==> config.mk <==
export PLATFORM = sky130hd
export DESIGN_NAME = tcf_dispatch
export DESIGN_NICKNAME = d
export VERILOG_FILES = /design/src/rtl/tcf_pkg.sv /design/src/rtl/tcf_mode_sel.sv /design/src/rtl/tcf_route.sv /design/src/rtl/tcf_status_bank.sv /design/src/rtl/tcf_dispatch.sv
export SDC_FILE = /design/constraint.sdc
export NUM_CORES = 1
export LEC_CHECK = 0
export BUFFER_PORTS_ARGS = -buffer_cell sky130_fd_sc_hd__buf_4
export CORE_ASPECT_RATIO = 0.75
export CORE_UTILIZATION = 45
export CTS_CLUSTER_SIZE = 10
export DETAILED_ROUTE_END_ITERATION = 12
export PLACE_DENSITY = 0.81
export REMOVE_ABC_BUFFERS = 1
export SETUP_SLACK_MARGIN = 0.4
export SYNTH_ARGS = -nofsm -noshare
export SYNTH_HDL_FRONTEND = slang
export SYNTH_HIERARCHICAL = 1
export SYNTH_SLANG_ARGS = --single-unit
==> constraint.sdc <==
create_clock -name clk -period 1.7 [get_ports clk]
set_input_delay 0.085 -clock clk [delete_from_list [all_inputs] [get_ports clk]]
set_output_delay 0.085 -clock clk [all_outputs]
set_load 0.05 [all_outputs]
==> src/rtl/tcf_pkg.sv <==
package tcf_pkg;
  typedef enum logic [1:0] {
    TCF_IGNORE = 2'd0,
    TCF_SYNC   = 2'd1,
    TCF_ASYNC  = 2'd2,
    TCF_ASYM   = 2'd3
  } tcf_mode_e;
endpackage

==> src/rtl/tcf_mode_sel.sv <==
module tcf_mode_sel
  import tcf_pkg::*;
#(
  parameter int MODE_W = 2
) (
  input  logic [2*MODE_W-1:0] ctrl_tcf,
  input  logic                regime_user,
  output tcf_mode_e           mode
);
  // low pair serves the user regime, high pair every other regime
  always_comb begin
    if (regime_user) mode = tcf_mode_e'(ctrl_tcf[MODE_W-1:0]);
    else             mode = tcf_mode_e'(ctrl_tcf[2*MODE_W-1:MODE_W]);
  end
endmodule

==> src/rtl/tcf_route.sv <==
module tcf_route
  import tcf_pkg::*;
#(
  parameter int ADDR_W   = 64,
  parameter int SEL_BIT  = 55,
  parameter int STATUS_W = 2,
  localparam int IDX_W   = (STATUS_W > 1) ? $clog2(STATUS_W) : 1
) (
  input  logic              fail_vld,
  input  logic              fail_wr,
  input  logic [ADDR_W-1:0] fail_addr,
  input  logic              two_ranges,
  input  tcf_mode_e         mode,
  output logic              sync_req,
  output logic              async_req,
  output logic [IDX_W-1:0]  async_idx
);
  always_comb begin
    sync_req  = 1'b0;
    async_req = 1'b0;
    if (fail_vld) begin
      unique case (mode)
        TCF_IGNORE: ;
        TCF_SYNC:   sync_req  = 1'b1;
        TCF_ASYNC:  async_req = 1'b1;
        TCF_ASYM: begin
          async_req = fail_wr;
          sync_req  = !fail_wr;
        end
        default: ;
      endcase
    end
    async_idx = two_ranges ? IDX_W'(fail_addr[SEL_BIT]) : '0;
  end
endmodule

==> src/rtl/tcf_status_bank.sv <==
module tcf_status_bank #(
  parameter int NUM_LVL  = 4,
  parameter int STATUS_W = 2,
  localparam int LVL_W   = (NUM_LVL > 1) ? $clog2(NUM_LVL) : 1,
  localparam int IDX_W   = (STATUS_W > 1) ? $clog2(STATUS_W) : 1
) (
  input  logic                clk,
  input  logic                rst,
  input  logic                set_vld,
  input  logic [LVL_W-1:0]    set_lvl,
  input  logic [IDX_W-1:0]    set_idx,
  input  logic                wr_en,
  input  logic [LVL_W-1:0]    wr_lvl,
  input  logic [STATUS_W-1:0] wr_data,
  input  logic [LVL_W-1:0]    rd_lvl,
  output logic [STATUS_W-1:0] rd_data
);
  logic [STATUS_W-1:0] stat_q [NUM_LVL];

  for (genvar i = 0; i < NUM_LVL; i++) begin : g_lvl
    logic [STATUS_W-1:0] stat_d;
    always_comb begin
      stat_d = (wr_en && wr_lvl == LVL_W'(i)) ? wr_data : stat_q[i];
      if (set_vld && set_lvl == LVL_W'(i)) stat_d[set_idx] = 1'b1;
    end
    always_ff @(posedge clk) begin
      if (rst) stat_q[i] <= '0;
      else     stat_q[i] <= stat_d;
    end

    AST_SET_STICKS: assert property (@(posedge clk) disable iff (rst)
      (set_vld && set_lvl == LVL_W'(i)) |=> stat_q[i][$past(set_idx)]);
    AST_NO_SILENT_CLEAR: assert property (@(posedge clk) disable iff (rst)
      !(wr_en && wr_lvl == LVL_W'(i)) |=> ((stat_q[i] & $past(stat_q[i])) == $past(stat_q[i])));
  end

  always_ff @(posedge clk) begin
    if (rst) rd_data <= '0;
    else     rd_data <= stat_q[rd_lvl];
  end
endmodule

==> src/rtl/tcf_dispatch.sv <==
module tcf_dispatch
  import tcf_pkg::*;
#(
  parameter int ADDR_W   = 64,
  parameter int SEL_BIT  = 55,
  parameter int NUM_LVL  = 4,
  parameter int STATUS_W = 2,
  localparam int MODE_W  = 2,
  localparam int LVL_W   = (NUM_LVL > 1) ? $clog2(NUM_LVL) : 1,
  localparam int IDX_W   = (STATUS_W > 1) ? $clog2(STATUS_W) : 1
) (
  input  logic                clk,
  input  logic                rst,
  input  logic                fail_vld,
  input  logic [ADDR_W-1:0]   fail_addr,
  input  logic                fail_wr,
  input  logic                regime_user,
  input  logic                regime_two_ranges,
  input  logic [2*MODE_W-1:0] ctrl_tcf,
  input  logic [LVL_W-1:0]    fault_lvl,
  input  logic                reg_wr_en,
  input  logic [LVL_W-1:0]    reg_lvl,
  input  logic [STATUS_W-1:0] reg_wdata,
  output logic [STATUS_W-1:0] reg_rdata,
  output logic                abort_vld,
  output logic [ADDR_W-1:0]   abort_addr,
  output logic                abort_wr
);
  tcf_mode_e          mode;
  logic               sync_req;
  logic               async_req;
  logic [IDX_W-1:0]   async_idx;

  tcf_mode_sel #(.MODE_W(MODE_W)) u_mode (
    .ctrl_tcf    (ctrl_tcf),
    .regime_user (regime_user),
    .mode        (mode)
  );

  tcf_route #(.ADDR_W(ADDR_W), .SEL_BIT(SEL_BIT), .STATUS_W(STATUS_W)) u_route (
    .fail_vld   (fail_vld),
    .fail_wr    (fail_wr),
    .fail_addr  (fail_addr),
    .two_ranges (regime_two_ranges),
    .mode       (mode),
    .sync_req   (sync_req),
    .async_req  (async_req),
    .async_idx  (async_idx)
  );

  tcf_status_bank #(.NUM_LVL(NUM_LVL), .STATUS_W(STATUS_W)) u_bank (
    .clk     (clk),
    .rst     (rst),
    .set_vld (async_req),
    .set_lvl (fault_lvl),
    .set_idx (async_idx),
    .wr_en   (reg_wr_en),
    .wr_lvl  (reg_lvl),
    .wr_data (reg_wdata),
    .rd_lvl  (reg_lvl),
    .rd_data (reg_rdata)
  );

  always_ff @(posedge clk) begin
    if (rst) begin
      abort_vld  <= 1'b0;
      abort_addr <= '0;
      abort_wr   <= 1'b0;
    end else begin
      abort_vld <= sync_req;
      if (sync_req) begin
        abort_addr <= fail_addr;
        abort_wr   <= fail_wr;
      end
    end
  end

  AST_ABORT_NEEDS_FAIL: assert property (@(posedge clk) disable iff (rst)
    abort_vld |-> $past(fail_vld));
  AST_ABORT_CARRIES: assert property (@(posedge clk) disable iff (rst)
    abort_vld |-> (abort_addr == $past(fail_addr) && abort_wr == $past(fail_wr)));
  AST_IGNORE_QUIET: assert property (@(posedge clk) disable iff (rst)
    (fail_vld && mode == TCF_IGNORE) |=> !abort_vld);
  AST_ASYNC_NO_ABORT: assert property (@(posedge clk) disable iff (rst)
    (fail_vld && (mode == TCF_ASYNC || (mode == TCF_ASYM && fail_wr))) |=> !abort_vld);
endmodule

Word-level counts from Yosys, hierarchy flattened --
Memories as Yosys holds them, arrays and structs flattened. A register that Yosys moved wholly into a read port is not among the register bits. Cells that the tools add are included.
Word-level totals: RAM bits 8, latch bits 0, output and inout port bits 68, memories 1, word-level logic and storage cells 58, input bits 81, ROM bits 0, register bits 66
Memory list:
- u_bank.stat_q | depth 4, width 2, read ports 5, clocked after Yosys merged registers in 1, write ports 4, line tcf_status_bank.sv:18 | logic [STATUS_W-1:0] stat_q [NUM_LVL];
Operators by class: shift-type cells 0, multipliers 0, eq/ne operators 9, order comparisons 2, mux-type cells 23, add/subtract/negate cells 0, reductions and logical operators 12, divide/modulo/power cells 0, bitwise gates (word level) 8
Operators by type and width (count):
- 2-bit 2-to-1 mux | 13
- 2-bit == test, second input constant | 6
- 1-bit logical AND | 9
- 2-bit bitwise OR | 4
- 1-bit 2-to-1 mux | 7
- 2-bit by 1-bit == test with 1-bit output, second input constant | 3
- 2-bit logical NOT | 2
- 1-bit bitwise OR | 4
- 1-bit case mux with 2 select lines | 2
- 1-bit by 2-bit less-than comparator with 1-bit output, second input constant | 1
- 1-bit demux with 1-bit select | 1
- 1-bit >= comparator, second input constant | 1
- 1-bit logical NOT | 1

Longest topological paths before layout --
Gate-level depths: netlist (run 1).
word-level depth 8, depth in mapped cells 8, depth with buffers taken out 6

By module --
Netlist (run 1), hierarchy kept.
By module, submodules not included:
- tcf_dispatch | cells an instance 212, area an instance 2377.3 um2, instances 1, seq. area each 1321.3 um2
- tcf_status_bank | cells an instance 47, area an instance 490.5 um2, instances 1, seq. area each 200.2 um2
- tcf_route | cells an instance 6, area an instance 27.5 um2, instances 1, seq. area each 0.0 um2
- tcf_mode_sel | cells an instance 2, area an instance 22.5 um2, instances 1, seq. area each 0.0 um2

Worst setup path after synthesis (run 1) --
OpenSTA, ideal clock, no wires.
path type input to register, start point in regime_user, end point reg abort_addr[32], data required time 1.572 ns, cell stages on the path 7, slack 0.388 ns, setup time 0.128 ns, data arrival time 1.184 ns, buffers on the path 3, cell sequence mux2_2 a21oi_1 buf_6 buf_12 buf_12 mux2i_1 nor2_1
On the way: word-level cells in the longest chain between the ends 4, elaborated cells on any way between the ends 5, those cells by class eq/ne: 2; mux: 3
Ends and longest elaborated chain:
- start: declaration | line tcf_dispatch.sv:17 | input logic regime_user,
- 2-bit 2-to-1 mux * | line tcf_mode_sel.sv:12 | if (regime_user) mode = tcf_mode_e'(ctrl_tcf[MODE_W-1:0]);
- 2-bit == test / 2-bit by 1-bit == test with 1-bit output (equally long branches) | line tcf_route.sv:22 | unique case (mode)
- 1-bit case mux with 2 select lines * | line tcf_route.sv:22
- 1-bit 2-to-1 mux * | line tcf_route.sv:21 | if (fail_vld) begin
- via sync_req | line tcf_dispatch.sv:30 | logic sync_req;
- end signal: assignment | line tcf_dispatch.sv:72 | abort_addr <= fail_addr;
- end: declaration | line tcf_dispatch.sv:26 | output logic [ADDR_W-1:0] abort_addr,
The timed path passes the listed nets; every way through them passes the cells marked *. A chain may end at the register's enable or synchronous reset.

Worst setup path in the final report (run 1) --
start point in regime_user, end point reg abort_addr[11]
On the way: word-level cells in the longest chain between the ends 4, elaborated cells on any way between the ends 5, those cells by class eq/ne: 2; mux: 3
Ends and longest elaborated chain:
- 2-bit 2-to-1 mux * | line tcf_mode_sel.sv:12
- via mode[1] | line tcf_dispatch.sv:29 | tcf_mode_e mode;
- 2-bit == test / 2-bit by 1-bit == test with 1-bit output (equally long branches) | line tcf_route.sv:22
- 1-bit case mux with 2 select lines * | line tcf_route.sv:22
- 1-bit 2-to-1 mux * | line tcf_route.sv:21
- via sync_req | line tcf_dispatch.sv:30
Marks and branches as above.

==> impl_metrics.toml, run 1 <==
[status]
outcome = "complete, no violations"

[min_path]
worstHoldPathType = "in2reg"
hold_depth = 3
hp-start = "fault_lvl[0]"
whs_endpoint = "u_bank/stat_q[1][1]$_SDFF_PP0_"

[clock_network]
clk_latency_ns = 0.34
clk_path_buf_depth = 2
path_clk_slew_ns = 0.07
cts_setup_buffers = 0
cts-root-buf = "clkbuf_8"
ctsHoldBuffers = 64
clock-sinks = 76
htreeDepth = 3
cts_buffers = 9
cts_resized = 0
tritoncts = "yes"

[finish]
stdcell_count = 565
diodes = 0
syn2layout_area_growth_pct = 68.7
nets = 560
final_cell_mix = "buf_4 (151), dfxtp_1 (76), mux2i_1 (73), nor2_1 (66), dlygate4sd3_1 (64)"
layout_commonest_cell = "buf_4"
layout-drive-gt1-share = 0.357

[global_route]
grt_pass1_vias = 2788
grt_overflow = 0
grt_usage = 0.261
grt_pass1_wl_um = 13100
antenna_found_initial = 0
grt_max_degree = 49

[routing]
ant_nets = 0
routed_wl_um = 8650
vias = 2714
first_pass_iters = 5
drcViolationCount = 0
drt_iter0_drc = 70
vias_per_cell = 4.80
wl_per_cell_um = 15.3

[place]
portBuffers = 148
gp_congestion = 0.736
dp_hpwl_um = 4880
post-place-cells = 485

[power_and_ir_drop]
power_frac_comb = 0.221
power_frac_seq = 0.427
switching_share = 0.274
total_power_uw = 4500
p_clk_frac = 0.352
max-vdd-ir-drop_v = 0.000617
p_switching_uw = 1230
powerDensity_mw_per_mm2 = 914
p_int_uw = 3270
p_leak_uw = 0.00223

[floorplanning]
die_area_mm2 = 0.00681
core-area_mm2 = 0.00629
std_cell_rows = 25
die_w_um = 95.0
initial_core_util = 0.464
ios = 149
die_y_um = 71.7

[flow_run]
max_cap_violations = 0

[yosys]
yosys_warnings = 6
synth_cells = 267
syn-cell-area_mm2 = 0.00292
syn_area_per_cell_um2 = 10.9
ys_seq_area_frac = 0.521
synth_seq_cells = 76
ys_types = 22

[timing]
period_minus_slack_ns = 1.20
timing.hold.ws_ns = 0.0314
finalHoldViolCount = 0
slew_viol_final = 0
fin_crit_sh = 0.709
fmax_ghz = 0.830
rsz0062_at_grt = "no"
maxSlewHeadroom = 0.776
skew_ns = 0.00146
setup_viol = 0
worst_slew_pin_slew_ns = 0.336

[worst_setup_path]
crit_path_end_kind = "register"
critPathMaxFanout = 48
r2r_end = "u_bank/rd_data[1]$_SDFF_PP0_"
critical_path_arrival_ns = 1.43
worst-setup-path-type = "in2reg"
critPathRequiredTime_ns = 1.93
startpoint_type = "primary input"
r2r_start = "u_bank/stat_q[1][1]$_SDFF_PP0_"
rrSetupSlack_ns = 0.67
ff2ff_path_depth = 2
## flip-flops by register name, summed over array words and instances (netlist names)
| name | flops |
|---|---|
| abort_wr | 1 |
| u_bank/stat_q | 8 |
| abort_addr | 64 |
| u_bank/rd_data | 2 |
| abort_vld | 1 |
## how the worst max path moves through the flow
stage / start / end / cells past startpoint
floorplan: regime_user / abort_addr[0]$_SDFFE_PP0P_ / 4
global placement: regime_user / abort_addr[54]$_SDFFE_PP0P_ / 6
detailed placement: regime_user / abort_addr[45]$_SDFFE_PP0P_ / 6
CTS: regime_user / abort_addr[45]$_SDFFE_PP0P_ / 6
global route: regime_user / abort_addr[39]$_SDFFE_PP0P_ / 6
finish: regime_user / abort_addr[11]$_SDFFE_PP0P_ / 6
## routing by layer
metal	part of all wire	vias up	global-route usage
li1	-	1321	-
met1	0.38	1266	0.261
met2	0.52	111	0.481
met3	0.082	16	0.0977
met4	0.021	0	0.114
met5	0	-	0
## area by class of cell
cell class                      instances  area, µm²
Sequential cell                        76       1520
Fill cell                             369       1370
Tap cell                               81        101
Timing Repair Buffer                  217       1810
Inverter                                1       3.75
Clock buffer                           13        169
Clock inverter                          3       67.6
Multi-Input combinational cell        174       1240
## Yosys cell counts
library cell / n / area [µm²]
dfxtp_1: 76 / 1520
mux2i_1: 73 / 731
nor2_1: 66 / 248
a21oi_1: 10 / 50.1
buf_12: 5 / 100
clkbuf_1: 5 / 18.8
nand2_1: 5 / 18.8
nand3_1: 5 / 25.0
nor2b_1: 5 / 31.3
buf_2: 2 / 10.0
buf_4: 2 / 15.0
mux2_2: 2 / 22.5
mux4_1: 2 / 52.6
and2_1: 1 / 6.26
and3b_1: 1 / 8.76
buf_1: 1 / 3.75
buf_6: 1 / 11.3
inv_1: 1 / 3.75
nand3b_1: 1 / 7.51
nand4_1: 1 / 6.26
nor2b_4: 1 / 13.8
nor3b_2: 1 / 12.5
## critical path, cell delays in order
cell     delay, ns
buf_4         0.09
mux2_2        0.36
a21oi_4       0.20
buf_12        0.33
mux2i_1       0.28
nor2_1        0.07
## cell families (layout without fill, tap and decap cells)
group,Yosys count,count (layout),synth area share
flops,76,76,0.521
buf+inv,17,234,0.0557
mux,77,77,0.276
simple gates,87,87,0.130
compound gates,10,10,0.0172
## through the flow
step | instance area [µm²] | utilization | setup TNS (ns) | worst slack (ns)
finish | 4920 | 0.783 | 0 | 0.495
global route | 4920 | 0.783 | 0 | 0.463
CTS | 4920 | 0.783 | 0 | 0.562
detailed placement | 4050 | 0.643 | 0 | 0.184
global placement | 4050 | 0.643 | 0 | 0.246
floorplan | 2760 | - | -254.39 | -3.86
## power by group through the flow
stage | registers, µW | logic [µW] | clock network [µW]
2_1_floorplan | 2230 | 254 | 0
6_report | 1920 | 992 | 1580
5_1_grt | 1930 | 1040 | 1690
3_5_place_dp | 1950 | 856 | 0
3_3_place_gp | 1950 | 842 | 0
4_1_cts | 1920 | 975 | 1630
No activity file was read; power rests on OpenSTA's default activity.
==> run 2: changes to the inputs <==
--- a/config.mk
+++ b/config.mk
@@ -5,12 +5,13 @@
 export SDC_FILE = /design/constraint.sdc
 export NUM_CORES = 1
 export LEC_CHECK = 0
+export ABC_AREA = 1
 export BUFFER_PORTS_ARGS = -buffer_cell sky130_fd_sc_hd__buf_4
 export CORE_ASPECT_RATIO = 0.75
-export CORE_UTILIZATION = 45
+export CORE_UTILIZATION = 47
 export CTS_CLUSTER_SIZE = 10
 export DETAILED_ROUTE_END_ITERATION = 12
-export PLACE_DENSITY = 0.81
+export PLACE_DENSITY = 0.82
 export REMOVE_ABC_BUFFERS = 1
 export SETUP_SLACK_MARGIN = 0.4
 export SYNTH_ARGS = -nofsm -noshare
==> constraint.sdc (replaced) <==
create_clock -name clk -period 1.17 [get_ports clk]
set_input_delay 0.0585 -clock clk [delete_from_list [all_inputs] [get_ports clk]]
set_output_delay 0.0585 -clock clk [all_outputs]
set_load 0.05 [all_outputs]
==> impl_metrics.toml, run 2 <==
[status]
outcome = "finished, violations left"
failed_checks = "hold timing"

[floorplanning]
core-area_mm2 = 0.00686
die_area_mm2 = 0.00752
die_y_um = 75.4
initial_core_util = 0.491
ios = 149
die_w_um = 99.8
std_cell_rows = 26

[worst_setup_path]
critPathMaxFanout = 6
worst-setup-path-type = "in2reg"
critical_path_arrival_ns = 1.25
cpMaxStageDelayCell = "a21oi_4"
cpPeakStageDelay_ns = 0.15
critPathRequiredTime_ns = 1.41
crit_path_end_kind = "register"
path_cells = "buf_8, inv_4, nand2_2, nand2_2, nand2_2, a21oi_4, buf_6, buf_12, buf_12, clkbuf_16, nand2_2, nand2_1, nor2_1"
cpMostUsedCell = "nand2_2"
ff2ff_path_depth = 3
startpoint_type = "primary input"

[finish]
final_cell_mix = "nor2_1 (123), nand2_1 (119), buf_4 (89), inv_1 (80), dfxtp_2 (70)"
nFillCells = 270
layout-drive-gt1-share = 0.463
syn2layout_area_growth_pct = 86.9
layout_commonest_cell = "nor2_1"
fin_util = 0.919
diodes = 0
multi_input_comb_area_mm2 = 0.00153
reg_top3 = "abort_addr (64), u_bank/stat_q (8), u_bank/rd_data (2)"
nets = 800
largest_reg_flops = 64
design_area_mm2 = 0.00630
largest_register = "abort_addr"
register_area_mm2 = 0.00162

[clock_network]
htreeDepth = 3
clock-sinks = 76
path_clk_slew_ns = 0.09
cts-root-buf = "clkbuf_8"
clk_latency_ns = 0.35
cts_buffers = 9
clk_path_buf_depth = 2
tritoncts = "yes"

[routing]
wl_per_cell_um = 16.9
drt_iter0_drc = 266
vias = 4156
vias_per_cell = 5.06
first_pass_iters = 5
routed_wl_um = 13900
ant_nets = 0
drcViolationCount = 0

[timing]
fin_tns_setup_ns = 0
setup_viol = 0
skew_ns = 0.00904
fin_ws_ns = 0.161
rsz0062_at_grt = "yes"
slew_viol_final = 0
fmax_ghz = 0.991
fin_crit_sh = 0.862
finalHoldViolCount = 1
maxSlewHeadroom = 0.827
worst_slew_pin_slew_ns = 0.259
timing.hold.ws_ns = -0.00111
period_minus_slack_ns = 1.01

[min_path]
worstHoldPathType = "in2reg"
hold_depth = 5

[power_and_ir_drop]
max-vdd-ir-drop_v = 0.000987
p_leak_uw = 0.00322
powerDensity_mw_per_mm2 = 1210

[global_route]
grt_overflow = 0
grt_pass1_wl_um = 17900
grt_max_degree = 49
grt_pass1_vias = 3894
grt_usage = 0.315
antenna_found_initial = 0

[yosys]
synth_cells = 522
syn-cell-area_mm2 = 0.00337
synth_common_cells = "nand2_1 (163), nor2_1 (136), inv_1 (82)"
syn_area_per_cell_um2 = 6.46
synth_edf_count = 0
synthFlopType = "dfxtp_1"
yosys_warnings = 6
synth_top_cell_area_share = 0.451
synth_largest_area_cell = "dfxtp_1"
synth.most_common_cell = "nand2_1"
ys_seq_area_frac = 0.451
synth_area_leaders = "dfxtp_1 (45%), nand2_1 (18%), nor2_1 (15%)"
ys_types = 18
synthArstFlopShare = 0
synth_seq_cells = 76

[place]
portBuffers = 148
placed_area_mm2 = 0.00451
dp_hpwl_um = 5700
gp_congestion = 0.882
pre_cts_ws_ns = -0.0700

[flow_run]
max_cap_violations = 0
run 2: critical path, delay by kind of cell:
family | cells | cell delay [ns]
AO/OA/AOI/OAI | 1 | 0.15
buffers and inverters | 6 | 0.67
AND/OR/NAND/NOR | 6 | 0.36
run 2: kinds of logic after synthesis:
family | Yosys count | synth area share
buffers and inverters | 112 | 0.154
AO/OA/AOI/OAI | 6 | 0.00890
flip-flops | 76 | 0.451
AND/OR/NAND/NOR | 328 | 0.387
run 2: cell type report:
| class | count | area share |
|---|---|---|
| inverter | 86 | 0.0524 |
| sequential | 76 | 0.257 |
| timing repair buffer | 212 | 0.394 |
| clock buffer | 10 | 0.0202 |
| tap | 98 | 0.0194 |
| multi-input combinational | 334 | 0.243 |
| clock inverter | 6 | 0.0141 |
run 2: final timing paths:
path	slack (ns)	startpoint	to
max	0.16	regime_user	abort_addr[33]$_SDFFE_PP0P_
min	-0.001	fail_addr[18]	abort_addr[18]$_SDFFE_PP0P_
max reg2reg	0.39	abort_addr[24]$_SDFFE_PP0P_	abort_addr[24]$_SDFFE_PP0P_
min reg2reg	0.48	abort_addr[13]$_SDFFE_PP0P_	abort_addr[13]$_SDFFE_PP0P_
run 2: timing repair:
item | in CTS | in global routing
buffers inserted | 8 | 8
gates resized for setup | 216 | 73
endpoints found under the hold margin | 34 | 0
pin swaps | 36 | 27
endpoints found under the setup margin | 135 | 144
cloned | 8 | 2
hold buffers | 32 | 0
run 2: where the power goes:
group	internal [µW]	switching, µW	leakage [µW]
Sequential	2800	174	0.000654
Combinational	1090	1320	0.00246
Clock	1200	1040	0.000102
run 2: per-layer routing:
layer	vias to the layer above	track usage	wire [µm]
met5	-	0	0
met1	1959	0.347	4980
met4	0	0.139	523
met3	51	0.0899	1090
met2	229	0.579	7290
li1	1917	-	-
run 2: metrics by stage:
step | instances | total power [µW]
after floorplan | 496 | 3980
after global placement | 748 | 4530
after detailed placement | 748 | 4560
after CTS | 812 | 7300
after global routing | 822 | 7880
final | 822 | 7610
==> run 3: changes to the inputs <==
--- a/config.mk
+++ b/config.mk
@@ -11,7 +11,7 @@
 export CORE_UTILIZATION = 47
 export CTS_CLUSTER_SIZE = 10
 export DETAILED_ROUTE_END_ITERATION = 12
-export PLACE_DENSITY = 0.82
+export PLACE_DENSITY_LB_ADDON = 0.15
 export REMOVE_ABC_BUFFERS = 1
 export SETUP_SLACK_MARGIN = 0.4
 export SYNTH_ARGS = -nofsm -noshare
==> impl_metrics.toml, run 3 <==
[floorplanning]
initial_core_util = 0.491
die_w_um = 99.8
die_y_um = 75.4
ios = 149
std_cell_rows = 26

[timing]
crit_endpoint = "abort_addr[5]"
worstEpCategory = "output port"

[yosys]
syn-cell-area_mm2 = 0.00337
synth_top_cell_area_share = 0.451
synth_common_cells = "nand2_1 (163), nor2_1 (136), inv_1 (82)"
synth.most_common_cell = "nand2_1"
synth_cells = 522
ys_seq_area_frac = 0.451
synth_seq_cells = 76
synthArstFlopShare = 0
synth_edf_count = 0
syn_area_per_cell_um2 = 6.46
synthFlopType = "dfxtp_1"
ys_types = 18
synth_largest_area_cell = "dfxtp_1"
yosys_warnings = 6
synth_area_leaders = "dfxtp_1 (45%), nand2_1 (18%), nor2_1 (15%)"

[clock_network]
cts-root-buf = "clkbuf_8"
clk_path_buf_depth = 2
htreeDepth = 3
cts_buffers = 9
clock-sinks = 76

[place]
portBuffers = 148
post-place-cells = 754
dp_hpwl_um = 5620
gp_congestion = 0.870
placed_area_mm2 = 0.00456

[global_route]
grt_max_degree = 34
antenna_found_initial = 0

[status]
haltStage = "global routing"
firstError = "[ERROR DPL-0033] detailed placement checks failed during check placement."
outcome = "did not finish"
## run 3: kinds of logic after synthesis
family | synth area share
DFF | 0.451
and+or+nand+nor | 0.387
buffers and inverters | 0.154
AOI/OAI and AO/OA | 0.00890
## run 3: per-stage QoR
stage / hold WS (ns) / setup WS [ns] / TNS (ns)
CTS: 0.000708 / 0.249 / 0
global placement: 0.268 / -0.0272 / -0.577
detailed placement: 0.271 / -0.0774 / -2.86
floorplan: 0.128 / -4.12 / -271.57
## run 3: what timing repair did
action,4_1_cts
pin swaps,31
endpoints found under the hold margin,30
gates resized for setup,220
gates cloned,10
hold buffers,28
endpoints found under the setup margin,134
buffers inserted,10
==> run 4: changes to the inputs <==
--- a/config.mk
+++ b/config.mk
@@ -7,13 +7,10 @@
 export LEC_CHECK = 0
 export ABC_AREA = 1
 export BUFFER_PORTS_ARGS = -buffer_cell sky130_fd_sc_hd__buf_4
-export CORE_ASPECT_RATIO = 0.75
-export CORE_UTILIZATION = 47
-export CTS_CLUSTER_SIZE = 10
+export CORE_UTILIZATION = 40
 export DETAILED_ROUTE_END_ITERATION = 12
 export PLACE_DENSITY_LB_ADDON = 0.15
 export REMOVE_ABC_BUFFERS = 1
-export SETUP_SLACK_MARGIN = 0.4
 export SYNTH_ARGS = -nofsm -noshare
 export SYNTH_HDL_FRONTEND = slang
 export SYNTH_HIERARCHICAL = 1
==> impl_metrics.toml, run 4 (synthesized netlist as in run 2, its figures left out) <==
[worst_setup_path]
critical_path_arrival_ns = 1.26
critPathMaxFanout = 21
critPathRequiredTime_ns = 1.45
startpoint_type = "primary input"
crit_path_end_kind = "register"
worst-setup-path-type = "in2reg"

[global_route]
antenna_found_initial = 0
grt_pass1_vias = 2978
grt_max_degree = 45
grt_usage = 0.180
grt_overflow = 0
grt_pass1_wl_um = 12700

[finish]
largest_register = "abort_addr"
multi_input_comb_area_mm2 = 0.00135
design_area_mm2 = 0.00501
final_cell_mix = "nand2_1 (163), buf_4 (153), nor2_1 (136), inv_1 (81), dfxtp_1 (76)"
layout_commonest_cell = "nand2_1"
nets = 765
diodes = 0
reg_top3 = "abort_addr (64), u_bank/stat_q (8), u_bank/rd_data (2)"
register_area_mm2 = 0.00152
largest_reg_flops = 64
nFillCells = 799
layout-drive-gt1-share = 0.266
syn2layout_area_growth_pct = 48.6

[status]
outcome = "complete, no violations"

[clock_network]
path_clk_slew_ns = 0.08
htreeDepth = 3
clock-sinks = 76
cts_resized = 0
cts-root-buf = "clkbuf_8"
clk_latency_ns = 0.33
tritoncts = "yes"
cts_buffers = 9
clk_path_buf_depth = 2

[floorplanning]
core-area_mm2 = 0.00818
die_y_um = 93.8
initial_core_util = 0.413
ios = 149
die_w_um = 93.8
std_cell_rows = 33
die_area_mm2 = 0.00880

[timing]
fmax_ghz = 1.01
fin_crit_sh = 0.843
maxSlewHeadroom = 0.816
period_minus_slack_ns = 0.986
worst_slew_pin_slew_ns = 0.277
finalHoldViolCount = 0
slew_viol_final = 0
rsz0062_at_grt = "no"
fin_ws_ns = 0.184
skew_ns = 0.00304
setup_viol = 0

[routing]
routed_wl_um = 7920
wl_per_cell_um = 10.0
vias_per_cell = 4.27
ant_nets = 0
drt_iter0_drc = 92
vias = 3379
drcViolationCount = 0
first_pass_iters = 4

[power_and_ir_drop]
max-vdd-ir-drop_v = 0.000868
total_power_uw = 6900
p_leak_uw = 0.00276
powerDensity_mw_per_mm2 = 1380

[place]
dp_hpwl_um = 5610
placed_area_mm2 = 0.00461
pre_cts_ws_ns = -0.0827
gp_congestion = 0.819
portBuffers = 148

[flow_run]
max_cap_violations = 0

[min_path]
worstHoldPathType = "in2reg"
[run 4: worst paths after layout]
kind                                   from  depth (start not counted)                      endpoint  slack [ns]
min                           fail_addr[57]                          5   abort_addr[57]$_SDFFE_PP0P_       0.008
min reg2reg      abort_addr[8]$_SDFFE_PP0P_                          2    abort_addr[8]$_SDFFE_PP0P_        0.47
max                                     rst                          6   abort_addr[17]$_SDFFE_PP0P_        0.18
max reg2reg  u_bank/stat_q[2][0]$_SDFF_PP0_                          4  u_bank/rd_data[0]$_SDFF_PP0_        0.41
[run 4: per-layer routing]
layer / track usage / routed length, µm
met2: 0.313 / 3900
met4: 0.0667 / 101
met1: 0.200 / 3330
met3: 0.0647 / 593
met5: 0 / 0
[run 4: worst max-delay path, cell delays in order]
cell,delay (ns)
dlygate4sd3_1,0.54
buf_4,0.16
inv_2,0.08
buf_4,0.25
nand2_1,0.08
nor2_1,0.09
[run 4: cell type report]
| class | instances | area share |
|---|---|---|
| multi-input cells | 334 | 0.268 |
| clock buffers | 9 | 0.0247 |
| repair buffers | 177 | 0.291 |
| well taps | 105 | 0.0262 |
| flip-flops and latches | 76 | 0.304 |
| inverters | 86 | 0.0654 |
| clock inverters | 5 | 0.0205 |
[run 4: timing repair]
| action | CTS | global route |
|---|---|---|
| buffers inserted | 0 | 0 |
| hold buffers | 17 | 0 |
| hold endpoints to repair | 19 | 0 |
[run 4: metrics by stage]
stage | utilization | hold slack [ns] | std cells | TNS [ns]
after floorplan | - | 0.128 | 496 | -271.57
after global placement | 0.564 | 0.276 | 761 | -1.14
after detailed placement | 0.564 | 0.272 | 761 | -2.60
after CTS | 0.613 | 0.000141 | 792 | 0
after global routing | 0.613 | 0.0128 | 792 | 0
final | 0.613 | 0.00840 | 792 | 0
[run 4: power breakdown]
| part | total (µW) | internal (µW) | switching (µW) |
|---|---|---|---|
| combinational | 1720 | 663 | 1060 |
| clock | 2320 | 1390 | 930 |
| sequential | 2860 | 2760 | 92.2 |
